<file path="config.mk">
export PLATFORM = sky130hd
export DESIGN_NAME = cal_date_counter
export DESIGN_NICKNAME = d
export VERILOG_FILES = /design/src/rtl/cal_pkg.sv /design/src/rtl/cal_year_field.sv /design/src/rtl/cal_month_field.sv /design/src/rtl/cal_day_field.sv /design/src/rtl/cal_date_counter.sv
export SDC_FILE = /design/constraint.sdc
export NUM_CORES = 1
export LEC_CHECK = 0
export ABC_AREA = 1
export BUFFER_PORTS_ARGS = -buffer_cell sky130_fd_sc_hd__buf_2
export CAP_MARGIN = 20
export CORE_MARGIN = 2
export CORE_UTILIZATION = 54
export DETAILED_ROUTE_END_ITERATION = 10
export PLACE_DENSITY = 0.81
export SLEW_MARGIN = 20
export SYNTH_ARGS = -nofsm -noshare
export SYNTH_HDL_FRONTEND = slang
export SYNTH_HIERARCHICAL = 1
export SYNTH_SLANG_ARGS = --single-unit
</file>
<file path="constraint.sdc">
create_clock -name clk -period 2.75 [get_ports clk]
set_clock_uncertainty 0.1 [all_clocks]
set_input_delay 0.55 -clock clk [delete_from_list [all_inputs] [get_ports clk]]
set_output_delay 0.55 -clock clk [all_outputs]
set_load 0.02 [all_outputs]
</file>
<file path="src/rtl/cal_pkg.sv">
package cal_pkg;
  localparam int BCD_W   = 8;
  localparam int DIGIT_W = 4;

  typedef logic [BCD_W-1:0] bcd2_t;

  // Two-digit BCD increment; 99 rolls to 00.
  function automatic bcd2_t bcd2_inc(input bcd2_t v);
    bcd2_t r;
    if (v[DIGIT_W-1:0] >= 4'd9) begin
      r[DIGIT_W-1:0] = 4'd0;
      if (v[BCD_W-1:DIGIT_W] >= 4'd9) r[BCD_W-1:DIGIT_W] = 4'd0;
      else r[BCD_W-1:DIGIT_W] = v[BCD_W-1:DIGIT_W] + 4'd1;
    end else begin
      r[DIGIT_W-1:0]     = v[DIGIT_W-1:0] + 4'd1;
      r[BCD_W-1:DIGIT_W] = v[BCD_W-1:DIGIT_W];
    end
    return r;
  endfunction

  // Year mod 4 from BCD digits: (10*t + u) mod 4 = (2*t + u) mod 4.
  function automatic logic year_is_leap(input bcd2_t y);
    logic [1:0] m4;
    m4 = {y[DIGIT_W], 1'b0} + y[1:0];
    return (m4 == 2'd0);
  endfunction

  // Last day of the month, BCD.
  function automatic bcd2_t month_last_day(input bcd2_t mon, input logic leap);
    bcd2_t r;
    case (mon)
      8'h02:                      r = leap ? 8'h29 : 8'h28;
      8'h04, 8'h06, 8'h09, 8'h11: r = 8'h30;
      default:                    r = 8'h31;
    endcase
    return r;
  endfunction
endpackage

</file>
<file path="src/rtl/cal_year_field.sv">
module cal_year_field
  import cal_pkg::*;
#(
  parameter bcd2_t RST_VAL = 8'h00
) (
  input  logic  clk,
  input  logic  rst_n,
  input  logic  inc_en,
  input  logic  wr,
  input  bcd2_t wdata,
  output bcd2_t yr,
  output logic  leap
);
  bcd2_t yr_q;

  always_ff @(posedge clk) begin
    if (!rst_n)      yr_q <= RST_VAL;
    else if (wr)     yr_q <= wdata;
    else if (inc_en) yr_q <= bcd2_inc(yr_q);
  end

  assign yr   = yr_q;
  assign leap = year_is_leap(yr_q);

  assert_yr_wrap_R7: assert property (@(posedge clk) disable iff (!rst_n)
    (inc_en && !wr && yr_q == 8'h99) |=> (yr_q == 8'h00));
  assert_yr_write_R8: assert property (@(posedge clk) disable iff (!rst_n)
    wr |=> (yr_q == $past(wdata)));
  assert_yr_hold_R9: assert property (@(posedge clk) disable iff (!rst_n)
    (!wr && !inc_en) |=> $stable(yr_q));
endmodule

</file>
<file path="src/rtl/cal_month_field.sv">
module cal_month_field
  import cal_pkg::*;
#(
  parameter bcd2_t RST_VAL  = 8'h01,
  parameter bcd2_t LAST_MON = 8'h12
) (
  input  logic  clk,
  input  logic  rst_n,
  input  logic  inc_en,
  input  logic  wr,
  input  bcd2_t wdata,
  output bcd2_t mon,
  output logic  wrap
);
  bcd2_t mon_q;
  logic  at_end;

  assign at_end = (mon_q >= LAST_MON);
  assign wrap   = inc_en && at_end;

  always_ff @(posedge clk) begin
    if (!rst_n)      mon_q <= RST_VAL;
    else if (wr)     mon_q <= wdata;
    else if (wrap)   mon_q <= 8'h01;
    else if (inc_en) mon_q <= bcd2_inc(mon_q);
  end

  assign mon = mon_q;

  assert_mon_wrap_R6: assert property (@(posedge clk) disable iff (!rst_n)
    (inc_en && !wr && mon_q == LAST_MON) |=> (mon_q == 8'h01));
  assert_mon_write_R8: assert property (@(posedge clk) disable iff (!rst_n)
    wr |=> (mon_q == $past(wdata)));
  assert_mon_hold_R9: assert property (@(posedge clk) disable iff (!rst_n)
    (!wr && !inc_en) |=> $stable(mon_q));
endmodule

</file>
<file path="src/rtl/cal_day_field.sv">
module cal_day_field
  import cal_pkg::*;
#(
  parameter bcd2_t RST_VAL = 8'h01
) (
  input  logic  clk,
  input  logic  rst_n,
  input  logic  adv_en,
  input  logic  wr,
  input  bcd2_t wdata,
  input  bcd2_t last_day,
  output bcd2_t day,
  output logic  wrap
);
  bcd2_t day_q;

  assign wrap = adv_en && (day_q >= last_day);

  always_ff @(posedge clk) begin
    if (!rst_n)      day_q <= RST_VAL;
    else if (wr)     day_q <= wdata;
    else if (wrap)   day_q <= 8'h01;
    else if (adv_en) day_q <= bcd2_inc(day_q);
  end

  assign day = day_q;

  assert_day_wrap_R5: assert property (@(posedge clk) disable iff (!rst_n)
    (wrap && !wr) |=> (day_q == 8'h01));
  assert_day_step_R2: assert property (@(posedge clk) disable iff (!rst_n)
    (adv_en && !wr && day_q < last_day) |=> (day_q > $past(day_q)));
  assert_day_write_R8: assert property (@(posedge clk) disable iff (!rst_n)
    wr |=> (day_q == $past(wdata)));
  assert_day_hold_R9: assert property (@(posedge clk) disable iff (!rst_n)
    (!wr && !adv_en) |=> $stable(day_q));
endmodule

</file>
<file path="src/rtl/cal_date_counter.sv">
module cal_date_counter
  import cal_pkg::*;
#(
  parameter logic [7:0] RST_DAY  = 8'h01,
  parameter logic [7:0] RST_MON  = 8'h01,
  parameter logic [7:0] RST_YEAR = 8'h00
) (
  input  logic       clk,
  input  logic       rst_n,
  input  logic       day_adv_i,
  input  logic       day_we_i,
  input  logic [7:0] day_wdata_i,
  input  logic       mon_we_i,
  input  logic [7:0] mon_wdata_i,
  input  logic       yr_we_i,
  input  logic [7:0] yr_wdata_i,
  output logic [7:0] day_o,
  output logic [7:0] mon_o,
  output logic [7:0] yr_o,
  output logic       leap_o,
  output logic       mon_carry_o,
  output logic       yr_carry_o
);
  logic  any_we, adv_ok;
  logic  day_wrap, mon_wrap, leap_w;
  bcd2_t day_w, mon_w, yr_w, last_day;
  logic  mon_carry_q, yr_carry_q;

  assign any_we   = day_we_i | mon_we_i | yr_we_i;
  assign adv_ok   = day_adv_i & ~any_we;
  assign last_day = month_last_day(mon_w, leap_w);

  cal_day_field #(.RST_VAL(RST_DAY)) u_day (
    .clk(clk), .rst_n(rst_n), .adv_en(adv_ok), .wr(day_we_i),
    .wdata(day_wdata_i), .last_day(last_day), .day(day_w), .wrap(day_wrap)
  );

  cal_month_field #(.RST_VAL(RST_MON), .LAST_MON(8'h12)) u_mon (
    .clk(clk), .rst_n(rst_n), .inc_en(day_wrap), .wr(mon_we_i),
    .wdata(mon_wdata_i), .mon(mon_w), .wrap(mon_wrap)
  );

  cal_year_field #(.RST_VAL(RST_YEAR)) u_yr (
    .clk(clk), .rst_n(rst_n), .inc_en(mon_wrap), .wr(yr_we_i),
    .wdata(yr_wdata_i), .yr(yr_w), .leap(leap_w)
  );

  always_ff @(posedge clk) begin
    if (!rst_n) begin
      mon_carry_q <= 1'b0;
      yr_carry_q  <= 1'b0;
    end else begin
      mon_carry_q <= day_wrap;
      yr_carry_q  <= mon_wrap;
    end
  end

  assign day_o       = day_w;
  assign mon_o       = mon_w;
  assign yr_o        = yr_w;
  assign leap_o      = leap_w;
  assign mon_carry_o = mon_carry_q;
  assign yr_carry_o  = yr_carry_q;

  assert_yr_carry_pairs_R6: assert property (@(posedge clk) disable iff (!rst_n)
    yr_carry_o |-> (mon_carry_o && mon_o == 8'h01 && day_o == 8'h01));
  assert_mon_carry_day1_R5: assert property (@(posedge clk) disable iff (!rst_n)
    mon_carry_o |-> (day_o == 8'h01));
  assert_write_no_carry_R8: assert property (@(posedge clk) disable iff (!rst_n)
    any_we |=> (!mon_carry_o && !yr_carry_o));
  assert_feb_end_R4: assert property (@(posedge clk) disable iff (!rst_n)
    (adv_ok && mon_o == 8'h02 && day_o == 8'h28 && !leap_o) |=> (mon_o == 8'h03));
endmodule

</file>
==> metrics.md <==
| Metric | Value |
|---|---|
| Via/cell ratio | 4.933 |
| Final ANT Viol Nets | 0 |
| Hold path start | day_wdata_i[0] |
| Tmin final | 2.513 ns |
| Largest net degree at the start of global routing | 18 |
| Initial core utilization | 57.13% |
| Leakage power | 0.001586 µW |
| Global-route wire length before repair | 9045 µm |
| TritonCTS Sinks | 26 |
| # diodes | 0 |
| CTS tree | done |
| CP cell instances | inv_2 > o21ai_0 > a21oi_2 > nor2_1 > nor2_1 > ha_1 > inv_1 > nand2_1 > nand2_1 > nand2_1 > nand2_1 > nand2_1 > nand3_2 > nand2_4 > clkinvlp_4 > nand2_4 > inv_1 > inv_2 > nand2_8 > nand2_2 > xnor2_1 > nand2_1 > a21oi_2 |
| Crit-path most repeated cell | nand2_1 |
| Via Count | 2343 |
| Nature of the critical path endpoint | flip-flop |
| Critical path's top delay family | simple AND/OR/NAND/NOR gates |
| Final hold viol count | 0 |
| Slowest-stage cell, CP | dfxtp_2 |
| Critical path start-end classification | flip-flop to flip-flop |
| Critical Path Start Type | flip-flop |
| # hold bufs at CTS | 0 |
| Grt total ovfl | 0 |
| Clock slew at the register clock pins of the worst setup and hold paths | 0.10 ns |
| Setup TNS | 0 ns |
| # rows | 23 |
| Utilization after layout | 69.26% |
| Max VDD drop | 0.0002040 V |
| Inst Count DP | 469 |
| Slowest stage delay, CP | 0.39 ns |
| Hold WC Path Type | input pin to flip-flop |
| Chip width | 69.76 µm |
| Routability congestion estimate | 0.9355 |
| Synthesized area | 2335 µm² |
| Share of the yosys chip area belonging to registers | 22.29% |
| Yosys warns | 6 |
| Drt wl/cell | 11.29 µm |
| Vias in the first global route | 2140 |
| Layout cell share with drive strength beyond 1 | 29.41% |
| Fmax | 398.0 MHz |
| Slew Limit Fails | 0 |
| CTS root buffer | clkbuf_8 |
| Final non-filler cell total | 475 |
| DP Area | 2748 µm² |
| Synthesis-to-layout area growth | 21.22% |
| PortBufs | 56 |
| H-tree depth | 1 |
| Fin nets | 483 |
| Mapped Cells | 353 |
| Initial antenna violation count | 0 |
| Critical Path RT | 2.87 ns |
| Status | finished, final reports clean |
| Max-cap violations | 0 |
| #FFs+latches synth | 26 |
| Initial DRC count | 129 |
| Syn_area_per_cell | 6.614 µm² |
| Clk buf depth | 2 |
| Post-Layout Inst Area | 2830 µm² |
| Core area | 4086 µm² |
| Gr usage total | 22.13% |
| Tcrit/Tclk final | 91.38% |
| Worst endpoint data arrival time | 2.63 ns |
| Critical register-to-register path startpoint | u_yr/yr[4] |
| Remaining routing DRC violations | 0 |
| WP buf/inv | 5 |
| WL final | 5361 µm |
| Setup violations, final | 0 |
| Skew-Pair Late Insertion Delay | 0.27 ns |
| DR pass1 iterations | 5 |
| # IOs | 57 |
| CP Launch Point | u_yr/yr[4] |
| RSZ-0062 raised after global routing | no |
| DP HPWL | 4079 µm |
| Unique cell type count in the Yosys netlist | 35 |
| CTS buffer count | 3 |
| Critical Path Fanout Max | 8 |
| Die H | 69.76 µm |
| Pwr dens | 378.6 nW/µm² |
| WHS | 0.4232 ns |
| Total Die Area | 4866 µm² |
==> cell type report <==
cell class                 instances  area (µm²)
sequential                        26       528.0
fill                             349        1256
clock buffer                       4       55.05
timing repair buffer              68       370.4
multi-input combinational        265        1572
inverter                          62       242.7
tap                               50       62.56
==> registers in the layout (all words and copies together), names as in the netlist <==
name	count
u_yr/yr	8
yr_carry_o	1
mon_carry_o	1
u_day/day	8
u_mon/mon	8
==> cell usage in the layout, fill, tap and decap left out, types with 2 or more instances in the layout <==
| cell type | n |
|---|---|
| nand2_1 | 86 |
| buf_2 | 56 |
| inv_1 | 50 |
| nor2_1 | 45 |
| ha_1 | 27 |
| dfxtp_1 | 20 |
| a21oi_1 | 16 |
| nand3_1 | 15 |
| buf_4 | 12 |
| nor2_2 | 11 |
| nand2_2 | 9 |
| a22oi_1 | 8 |
| nand2_4 | 7 |
| inv_2 | 6 |
| dfxtp_2 | 6 |
| conb_1 | 5 |
| nand4_1 | 5 |
| clkbuf_8 | 4 |
| xnor2_1 | 4 |
| xor2_1 | 4 |
| clkinv_1 | 3 |
| o21ai_0 | 3 |
| a21oi_2 | 3 |
| nor2_4 | 2 |
| nor3_1 | 2 |
| nand3_2 | 2 |
| o21ai_1 | 2 |
| o211ai_1 | 2 |
==> worst reg2reg max path, cell delays in order (launching register included) <==
cell and delay [ns]:
dfxtp_2 0.39, inv_2 0.07, o21ai_0 0.19, a21oi_2 0.06, nor2_1 0.10, nor2_1 0.06, ha_1 0.18, inv_1 0.05
nand2_1 0.05, nand2_1 0.08, nand2_1 0.06, nand2_1 0.06, nand2_1 0.05, nand3_2 0.09, nand2_4 0.06, clkinvlp_4 0.11
nand2_4 0.06, inv_1 0.10, inv_2 0.07, nand2_8 0.10, nand2_2 0.05, xnor2_1 0.12, nand2_1 0.08, a21oi_2 0.10
==> per-layer routing <==
| layer | part of all wire (%) | GRT usage (%) | up-vias |
|---|---|---|---|
| met2 | 49 | 38.89 | 53 |
| met5 | 0 | 0 | - |
| li1 | - | - | 1242 |
| met1 | 47 | 28.90 | 1046 |
| met3 | 4.4 | 2.762 | 2 |
| met4 | 0.48 | 4.915 | 0 |
==> cell usage after synthesis, drive strengths merged <==
cell	count	share of area, %
ha	27	14
a221oi	1	0.38
inv	58	9.5
nand3	17	4.1
xor2	4	1.5
o211ai	2	0.64
nor2	58	11
clkinv	4	0.70
nand4	6	1.9
nand2	103	20
xnor2	4	1.5
o21ai	6	1.4
dfxtp	26	22
a21o	1	0.32
a22oi	8	2.6
a21oi	19	4.4
nor3	2	0.43
conb	2	0.32
buf	3	0.91
nor4	1	0.27
nand3b	1	0.86
==> through the flow <==
step	power [µW]	worst slack [ns]
floorplan	706.5	0.03508
global placement	807.3	0.2635
detailed placement	816.6	0.1687
CTS	1084	0.07801
global route	1148	0.002561
finish	1072	0.2372
==> what timing repair did <==
| action | CTS | global route |
|---|---|---|
| endpoints found under the hold margin | 0 | 0 |
| gates resized for setup | 0 | 10 |
| buffers inserted | 0 | 2 |
| setup endpoints to repair | 0 | 8 |
==> path summary, 6_finish.rpt <==
path / to / slack (ns) / depth (start not counted)
setup / recovery: u_yr/yr[2] / 0.24 / 23
hold / removal: u_day/day[0] / 0.42 / 3
setup reg to reg: u_yr/yr[2] / 0.24 / 23
hold reg to reg: u_yr/yr[0] / 0.47 / 3
==> power by group <==
part	switching [µW]	internal, µW	total (µW)	leakage [µW]
registers	38.2	405	443	0.000217
clock network	128	128	256	0.0000288
logic	229	144	373	0.00134
total	395	677	1070	0.00159
==> kinds of logic (layout without fill, tap and decap cells) <==
logic type | count (synthesis) | count (layout) | synth area share, %
other | 2 | 5 | 0.3217
flip-flops | 26 | 26 | 22.29
AO/OA/AOI/OAI | 37 | 37 | 9.754
AND/OR/NAND/NOR | 188 | 188 | 39.01
XOR/XNOR | 8 | 8 | 3.001
buffers and inverters | 65 | 134 | 11.15
adder cells (fa/ha/maj) | 27 | 27 | 14.47
No activity file was read; power rests on OpenSTA's default activity.
